**src/rtl/hashreg_pkg.sv**
```systemverilog
package hashreg_pkg;
  localparam int DW = 32;

  // word indices of the registers that software uses
  localparam int IDX_CIPHER = 4;
  localparam int IDX_STATUS = 7;
  localparam int IDX_SRC    = 8;
  localparam int IDX_DST    = 9;
  localparam int IDX_KEY    = 10;
  localparam int IDX_LEN    = 11;
  localparam int IDX_CMD    = 12;

  localparam int DONE_BIT  = 9;
  localparam int IRQEN_BIT = 9;
  localparam int SG_BIT    = 18;

  localparam logic [DW-1:0] LEN_MASK = 32'h0FFF_FFFF;

  typedef enum logic [2:0] {
    ALG_MD5    = 3'd0,
    ALG_SHA1   = 3'd1,
    ALG_SHA224 = 3'd2,
    ALG_SHA256 = 3'd3,
    ALG_SHA512 = 3'd4,
    ALG_SHA384 = 3'd5
  } algo_e;
endpackage

```
**src/rtl/hashreg_algo_dec.sv**
```systemverilog
module hashreg_algo_dec
  import hashreg_pkg::*;
(
  input  logic [2:0] sel_pri,
  input  logic [2:0] sel_var,
  input  logic [1:0] sel_mode,
  input  logic       sel_sg,
  output logic       legal,
  output logic [2:0] algo,
  output logic       sg,
  output logic       acc
);
  always_comb begin
    legal = 1'b1;
    algo  = ALG_MD5;
    unique case (sel_pri)
      3'b000: algo = ALG_MD5;
      3'b010: algo = ALG_SHA1;
      3'b100: algo = ALG_SHA224;
      3'b101: algo = ALG_SHA256;
      3'b011: begin
        unique case (sel_var)
          3'b000:  algo = ALG_SHA512;
          3'b001:  algo = ALG_SHA384;
          3'b010:  algo = ALG_SHA256;
          default: legal = 1'b0;
        endcase
      end
      default: legal = 1'b0;
    endcase
  end

  assign sg  = sel_sg;
  assign acc = (sel_mode == 2'b10);
endmodule

```
**src/rtl/hashreg_status.sv**
```systemverilog
module hashreg_status
  import hashreg_pkg::*;
(
  input  logic          clk,
  input  logic          rst_n,
  input  logic          wr_stat,
  input  logic [DW-1:0] wdata,
  input  logic          done,
  input  logic          irq_en,
  output logic [DW-1:0] stat_q,
  output logic          irq
);
  logic [DW-1:0] stat_d;
  logic          irq_q, irq_d;

  always_comb begin
    stat_d = stat_q;
    irq_d  = irq_q;
    if (wr_stat) begin
      stat_d           = wdata;
      stat_d[DONE_BIT] = 1'b0;
      if (wdata[DONE_BIT]) irq_d = 1'b0;
    end
    if (done) begin
      stat_d[DONE_BIT] = 1'b1;
      if (irq_en) irq_d = 1'b1;
    end
  end

  always_ff @(posedge clk or negedge rst_n) begin
    if (!rst_n) begin
      stat_q <= '0;
      irq_q  <= 1'b0;
    end else begin
      stat_q <= stat_d;
      irq_q  <= irq_d;
    end
  end

  assign irq = irq_q;

  p_done_sets_r5: assert property (@(posedge clk) disable iff (!rst_n)
    done |=> stat_q[DONE_BIT]);
  p_irq_needs_en_r5: assert property (@(posedge clk) disable iff (!rst_n)
    $rose(irq) |-> $past(done && irq_en));
  p_irq_clear_r6: assert property (@(posedge clk) disable iff (!rst_n)
    (wr_stat && wdata[DONE_BIT] && !done) |=> !irq);
endmodule

```
**src/rtl/hashreg_top.sv**
```systemverilog
module hashreg_top
  import hashreg_pkg::*;
#(
  parameter int          ADDR_W   = 6,
  parameter int          NUM_REGS = 16,
  parameter logic [31:0] SRC_MASK = 32'h7FFF_FFFF,
  parameter logic [31:0] DST_MASK = 32'h7FFF_FFF8,
  parameter logic [31:0] KEY_MASK = 32'h7FFF_FFF8,
  parameter logic [31:0] CMD_MASK = 32'h0014_7FFF
) (
  input  logic              clk,
  input  logic              rst_n,
  input  logic              wr_en,
  input  logic [ADDR_W-1:0] addr,
  input  logic [31:0]       wdata,
  output logic [31:0]       rdata,
  input  logic              eng_busy,
  input  logic              eng_done,
  output logic              start,
  output logic [2:0]        start_algo,
  output logic              start_sg,
  output logic              start_acc,
  output logic              irq
);
  function automatic logic [DW-1:0] mask_of(input int idx);
    if (idx == IDX_SRC) return SRC_MASK;
    if (idx == IDX_DST) return DST_MASK;
    if (idx == IDX_KEY) return KEY_MASK;
    if (idx == IDX_LEN) return LEN_MASK;
    if (idx == IDX_CMD) return CMD_MASK;
    return '1;
  endfunction

  logic [NUM_REGS-1:0] hit;
  logic [DW-1:0]       reg_q [NUM_REGS];
  logic [DW-1:0]       stat_q;
  logic [DW-1:0]       cmd_new;

  always_comb begin
    for (int i = 0; i < NUM_REGS; i++) hit[i] = wr_en && (int'(addr) == i);
  end

  for (genvar i = 0; i < NUM_REGS; i++) begin : g_reg
    if (i == IDX_STATUS) begin : g_stat
      assign reg_q[i] = stat_q;
    end else begin : g_plain
      logic [DW-1:0] q, d;
      always_comb d = hit[i] ? (wdata & mask_of(i)) : q;
      always_ff @(posedge clk or negedge rst_n) begin
        if (!rst_n)      q <= '0;
        else if (hit[i]) q <= d;
      end
      assign reg_q[i] = q;
    end
  end

  hashreg_status u_status (
    .clk    (clk),
    .rst_n  (rst_n),
    .wr_stat(hit[IDX_STATUS]),
    .wdata  (wdata),
    .done   (eng_done),
    .irq_en (reg_q[IDX_CMD][IRQEN_BIT]),
    .stat_q (stat_q),
    .irq    (irq)
  );

  // decode the command as it is written
  logic       dec_legal, dec_sg, dec_acc;
  logic [2:0] dec_algo;
  assign cmd_new = wdata & CMD_MASK;

  hashreg_algo_dec u_dec (
    .sel_pri (cmd_new[6:4]),
    .sel_var (cmd_new[12:10]),
    .sel_mode(cmd_new[8:7]),
    .sel_sg  (cmd_new[SG_BIT]),
    .legal   (dec_legal),
    .algo    (dec_algo),
    .sg      (dec_sg),
    .acc     (dec_acc)
  );

  logic       start_d, start_q, sg_q, acc_q;
  logic [2:0] algo_q;
  assign start_d = hit[IDX_CMD] && dec_legal && !eng_busy;

  always_ff @(posedge clk or negedge rst_n) begin
    if (!rst_n) begin
      start_q <= 1'b0;
      algo_q  <= '0;
      sg_q    <= 1'b0;
      acc_q   <= 1'b0;
    end else begin
      start_q <= start_d;
      if (start_d) begin
        algo_q <= dec_algo;
        sg_q   <= dec_sg;
        acc_q  <= dec_acc;
      end
    end
  end

  assign start      = start_q;
  assign start_algo = algo_q;
  assign start_sg   = sg_q;
  assign start_acc  = acc_q;

  always_comb begin
    rdata = '0;
    for (int i = 0; i < NUM_REGS; i++)
      if (int'(addr) == i) rdata = reg_q[i];
  end

  p_start_from_cmd_r2: assert property (@(posedge clk) disable iff (!rst_n)
    start |-> $past(wr_en && int'(addr) == IDX_CMD));
  p_no_start_busy_r11: assert property (@(posedge clk) disable iff (!rst_n)
    (wr_en && int'(addr) == IDX_CMD && eng_busy) |=> !start);
  p_oob_zero_r10: assert property (@(posedge clk) disable iff (!rst_n)
    (int'(addr) >= NUM_REGS) |-> (rdata == '0));
  p_cipher_nostart_r9: assert property (@(posedge clk) disable iff (!rst_n)
    (wr_en && int'(addr) == IDX_CIPHER) |=> !start);
endmodule

```
**config.mk**
```make
export PLATFORM = sky130hd
export DESIGN_NAME = hashreg_top
export DESIGN_NICKNAME = d
export VERILOG_FILES = /design/src/rtl/hashreg_pkg.sv /design/src/rtl/hashreg_algo_dec.sv /design/src/rtl/hashreg_status.sv /design/src/rtl/hashreg_top.sv
export SDC_FILE = /design/constraint.sdc
export NUM_CORES = 1
export LEC_CHECK = 0
export ABC_CLOCK_PERIOD_IN_PS = 3780
export BUFFER_PORTS_ARGS = -buffer_cell sky130_fd_sc_hd__buf_2
export CAP_MARGIN = 5
export CORE_MARGIN = 1.5
export CORE_UTILIZATION = 58
export CTS_BUF_LIST = sky130_fd_sc_hd__clkbuf_8
export CTS_CLUSTER_DIAMETER = 200
export CTS_CLUSTER_SIZE = 40
export DETAILED_ROUTE_END_ITERATION = 12
export GPL_TIMING_DRIVEN = 0
export MAX_ROUTING_LAYER = met4
export PLACE_DENSITY = 0.83
export SLEW_MARGIN = 10
export SYNTH_ARGS = -nofsm -noshare
export SYNTH_HDL_FRONTEND = slang
export SYNTH_HIERARCHICAL = 1
export SYNTH_SLANG_ARGS = --single-unit
export TNS_END_PERCENT = 30
```
**constraint.sdc**
```tcl
create_clock -name clk -period 3.78 [get_ports clk]
set_input_delay 1.134 -clock clk [delete_from_list [all_inputs] [get_ports clk]]
set_output_delay 1.134 -clock clk [all_outputs]
set_load 0.01 [all_outputs]
```
==> flow_summary.yaml <==
timing:
  fin_worst_skew_ps: 0.2934
  max_freq_mhz: 243.4
  period_needed_ps: 4108
  finalHoldViolCount: 0
  rsz0062_at_grt: "yes"
  slew_headroom_pct: 26.38
  period_share_pct: 108.7
  fin_ws_ps: -328.1
  setup-violations-final: 30
  worstMarginPinSlew_ps: 1104
  report.final.slew_viol_count: 0
clocking:
  postCtsHoldBufs: 0
  clock_path_buffers: 3
  clock_latency_ps: 640
  clkSinkCount: 491
  clockRootBuffer: "clkbuf_8"
  cts.reportedPaths.clkPinSlew_ps: 210
  cts_tree: "done"
  cts_made_buffers: 16
  h-tree-depth: 1
placement:
  placed_area_sq_mm: 0.02450
  gp_congestion: 0.9915
  place_ws_ps: -1243
  io_buffers: 78
  dp_hpwl_um: 47670
routing:
  vias: 16500
  wl_met2_um: 33410
  dr_wl_met3_um: 7998
  first_pass_iters: 6
  drc_errors: 0
  drtAntennaViolNets: 0
  viasPerCell: 6.896
  wl_met1_um: 28540
  drtIter0Drc: 2044
  drt_wl_total_um: 74500
  highest_layer: "met4"
  post_drt_wl_per_cell_um: 31.13
setup_path:
  timing.critical_path.depth: 8
  r2r-end: "g_reg[8].g_plain.q[1]"
  end_kind: "output port"
  path_class: "input port to output port"
  crit_start: "addr[2]"
  worstPathRequired_ps: 2650
  r2r_setup_slack_ps: 2950
  cp_num_buf_inv: 4
  cp-start-kind: "input port"
  cp_top_family: "simple AND/OR/NAND/NOR gates"
  worstPathCellList: "buf_12, or4b_4, buf_12, nor2_8, buf_12, a221oi_1, a21oi_1, buf_2"
  critical_path.endpoint: "rdata[10]"
  timing.rr.start: "g_reg[8].g_plain.q[1]"
  cp_data_arrival_time_ps: 2970
  cpPeakStageDelay_ps: 590
  cp_max_fo: 7
  cpMostUsedCell: "buf_12"
  ff2ff_path_depth: 1
  crit_slowest_cell: "or4b_4"
logic_synthesis:
  synth_seq_cells: 491
  netlist_area_sq_mm: 0.02331
  synth_edf_count: 0
  avgSynthCellArea_sq_um: 13.50
  ys.flop_type: "dfrtp_1"
  yosys_warnings: 6
  syn_nets: 1770
  synth-seq-area-share_pct: 52.72
  netlist_instances: 1727
  ys_types: 74
  synth_async_sr_flop_share_pct: 100.0
global_routing:
  grt_pass1_vias: 16580
  antenna_found_initial: 2
  grt_max_degree: 114
  overflow: 0
  grt_pass1_wl_um: 107400
  grt.total_usage_pct: 36.79
floorplanning:
  num_rows: 73
  die_w_um: 203.5
  pin_count: 82
  die-area_sq_mm: 0.04139
  coreArea_sq_mm: 0.03973
  start_util_pct: 58.66
  die_h_um: 203.5
final_layout:
  fin_nets: 1909
  syn_to_final_growth_pct: 12.97
  multi_input_area_sq_mm: 0.01065
  final_core_util_pct: 66.27
  final_cell_area_sq_mm: 0.02633
  register_area_sq_mm: 0.01229
  n_fill_cell: 2760
  final_common_cell: "dfrtp_1"
  mostFrequentLayoutCells: "dfrtp_1 (491), mux2_2 (446), buf_2 (95)"
  drive_gt1_share_pct: 47.11
flow_run:
  drv_cap: 0
power_and_ir_drop:
  seqPwrFrac_pct: 61.9
  power_leakage_nw: 12.44
  power_mw: 10.21
  pwr-share-clk_pct: 19.6
  pwr-share-comb_pct: 18.6
  p_int_mw: 7.368
  p_sw_mw: 2.846
  switching_share_pct: 27.87
  peakVddDrop_v: 0.0002961
  p_per_area_mw_per_mm2: 388.0
outcome:
  status: "finished, violations left"
  violations: "negative setup slack"
worst_hold_path:
  hold_class: "input port to asynchronous set/reset pin"
synthesized netlist by cell type, drive strengths merged, types with 4 or more instances:
library cell  number  area, sq um
o22ai             17        106.4
a221oi            14        122.6
nand3b             7        52.55
nand2             60        247.7
mux2i             62        620.6
nand2b             5        31.28
o21a               6        45.04
and3               5        31.28
nor2              63        291.5
a21oi             74        370.4
a221o              4        40.04
clkbuf            67        251.5
a211o              7        61.31
o211ai             7        52.55
a22oi             15        112.6
o2bb2ai           12        105.1
a211oi            11        82.58
nor3               8        56.31
o21ai             44        220.2
a22o              13        113.9
mux2             500         5811
inv                8        30.03
nor2b              6        37.54
buf               88        530.5
a2bb2oi           13        113.9
dfrtp            491        12290
nand3             22        115.1
a32oi              6        52.55
a311oi             7        61.31
mux4              39        878.3
cell type report:
cell class,instances,area share (%)
sequential,491,46.67
tap,525,2.495
buffer,150,5.294
inverter,9,0.1283
multi-input combinational,1073,40.46
antenna,2,0.01901
clock inverter,1,0.1141
timing repair buffer,125,3.935
clock buffer,17,0.8887
metrics by stage:
step	setup TNS (ps)	hold slack (ps)	std cells
4_1_cts	-5139	296.4	2374
6_report	-5715	312.2	2393
3_3_place_gp	-3903420	464.0	2330
5_1_grt	-6376	307.6	2393
3_5_place_dp	-39750	463.9	2335
2_1_floorplan	-4.944	447.9	1727
per-layer routing:
layer	vias to the layer above	track usage, %
li1	6584	-
met1	8607	47.61
met4	0	20.08
met3	269	8.949
met2	1043	53.66
met5	-	-
power by group through the flow:
stage                     Clock (mW)  Sequential (mW)  Combinational [mW]
after floorplan                    0             6.27                1.18
after global placement             0             6.35                1.61
after detailed placement           0             6.39                1.70
after CTS                       1.98             6.29                1.80
after global routing            2.13             6.39                2.01
final                           2.00             6.32                1.90
sequential cells by signal, summed over array words and instances (netlist names):
register,cells
g.g_plain.q,452
u_status/stat_q,32
start_algo,3
start,1
start_acc,1
start_sg,1
u_status/irq,1
cells by family after synthesis:
family | count (synthesis) | share of synthesized area [%]
AO/OA/AOI/OAI | 273 | 7.978
XOR/XNOR | 1 | 0.03759
buffers and inverters | 164 | 3.500
flip-flops | 491 | 52.72
multiplexers | 601 | 31.36
AND/OR/NAND/NOR | 197 | 4.402
worst min path at each step:
| stage | from | endpoint | slack (ps) | cells past startpoint |
|---|---|---|---|---|
| floorplan | u_status/stat_q[9] | u_status/stat_q[9] | 450 | 1 |
| global placement | g_reg[1].g_plain.q[7] | g_reg[1].g_plain.q[7] | 460 | 1 |
| detailed placement | u_status/stat_q[9] | u_status/stat_q[9] | 460 | 1 |
| CTS | rst_n | start | 300 | 1 |
| global route | rst_n | start_sg | 310 | 1 |
| finish | rst_n | start | 310 | 1 |
repair_timing:
action                     4_1_cts  5_1_grt
setup endpoints to repair       32       32
pin swaps                       25       25
gates cloned                     3        1
buffers inserted                23       17
resized for setup              225       91
Note: power is estimated with default switching activity, not from simulation.
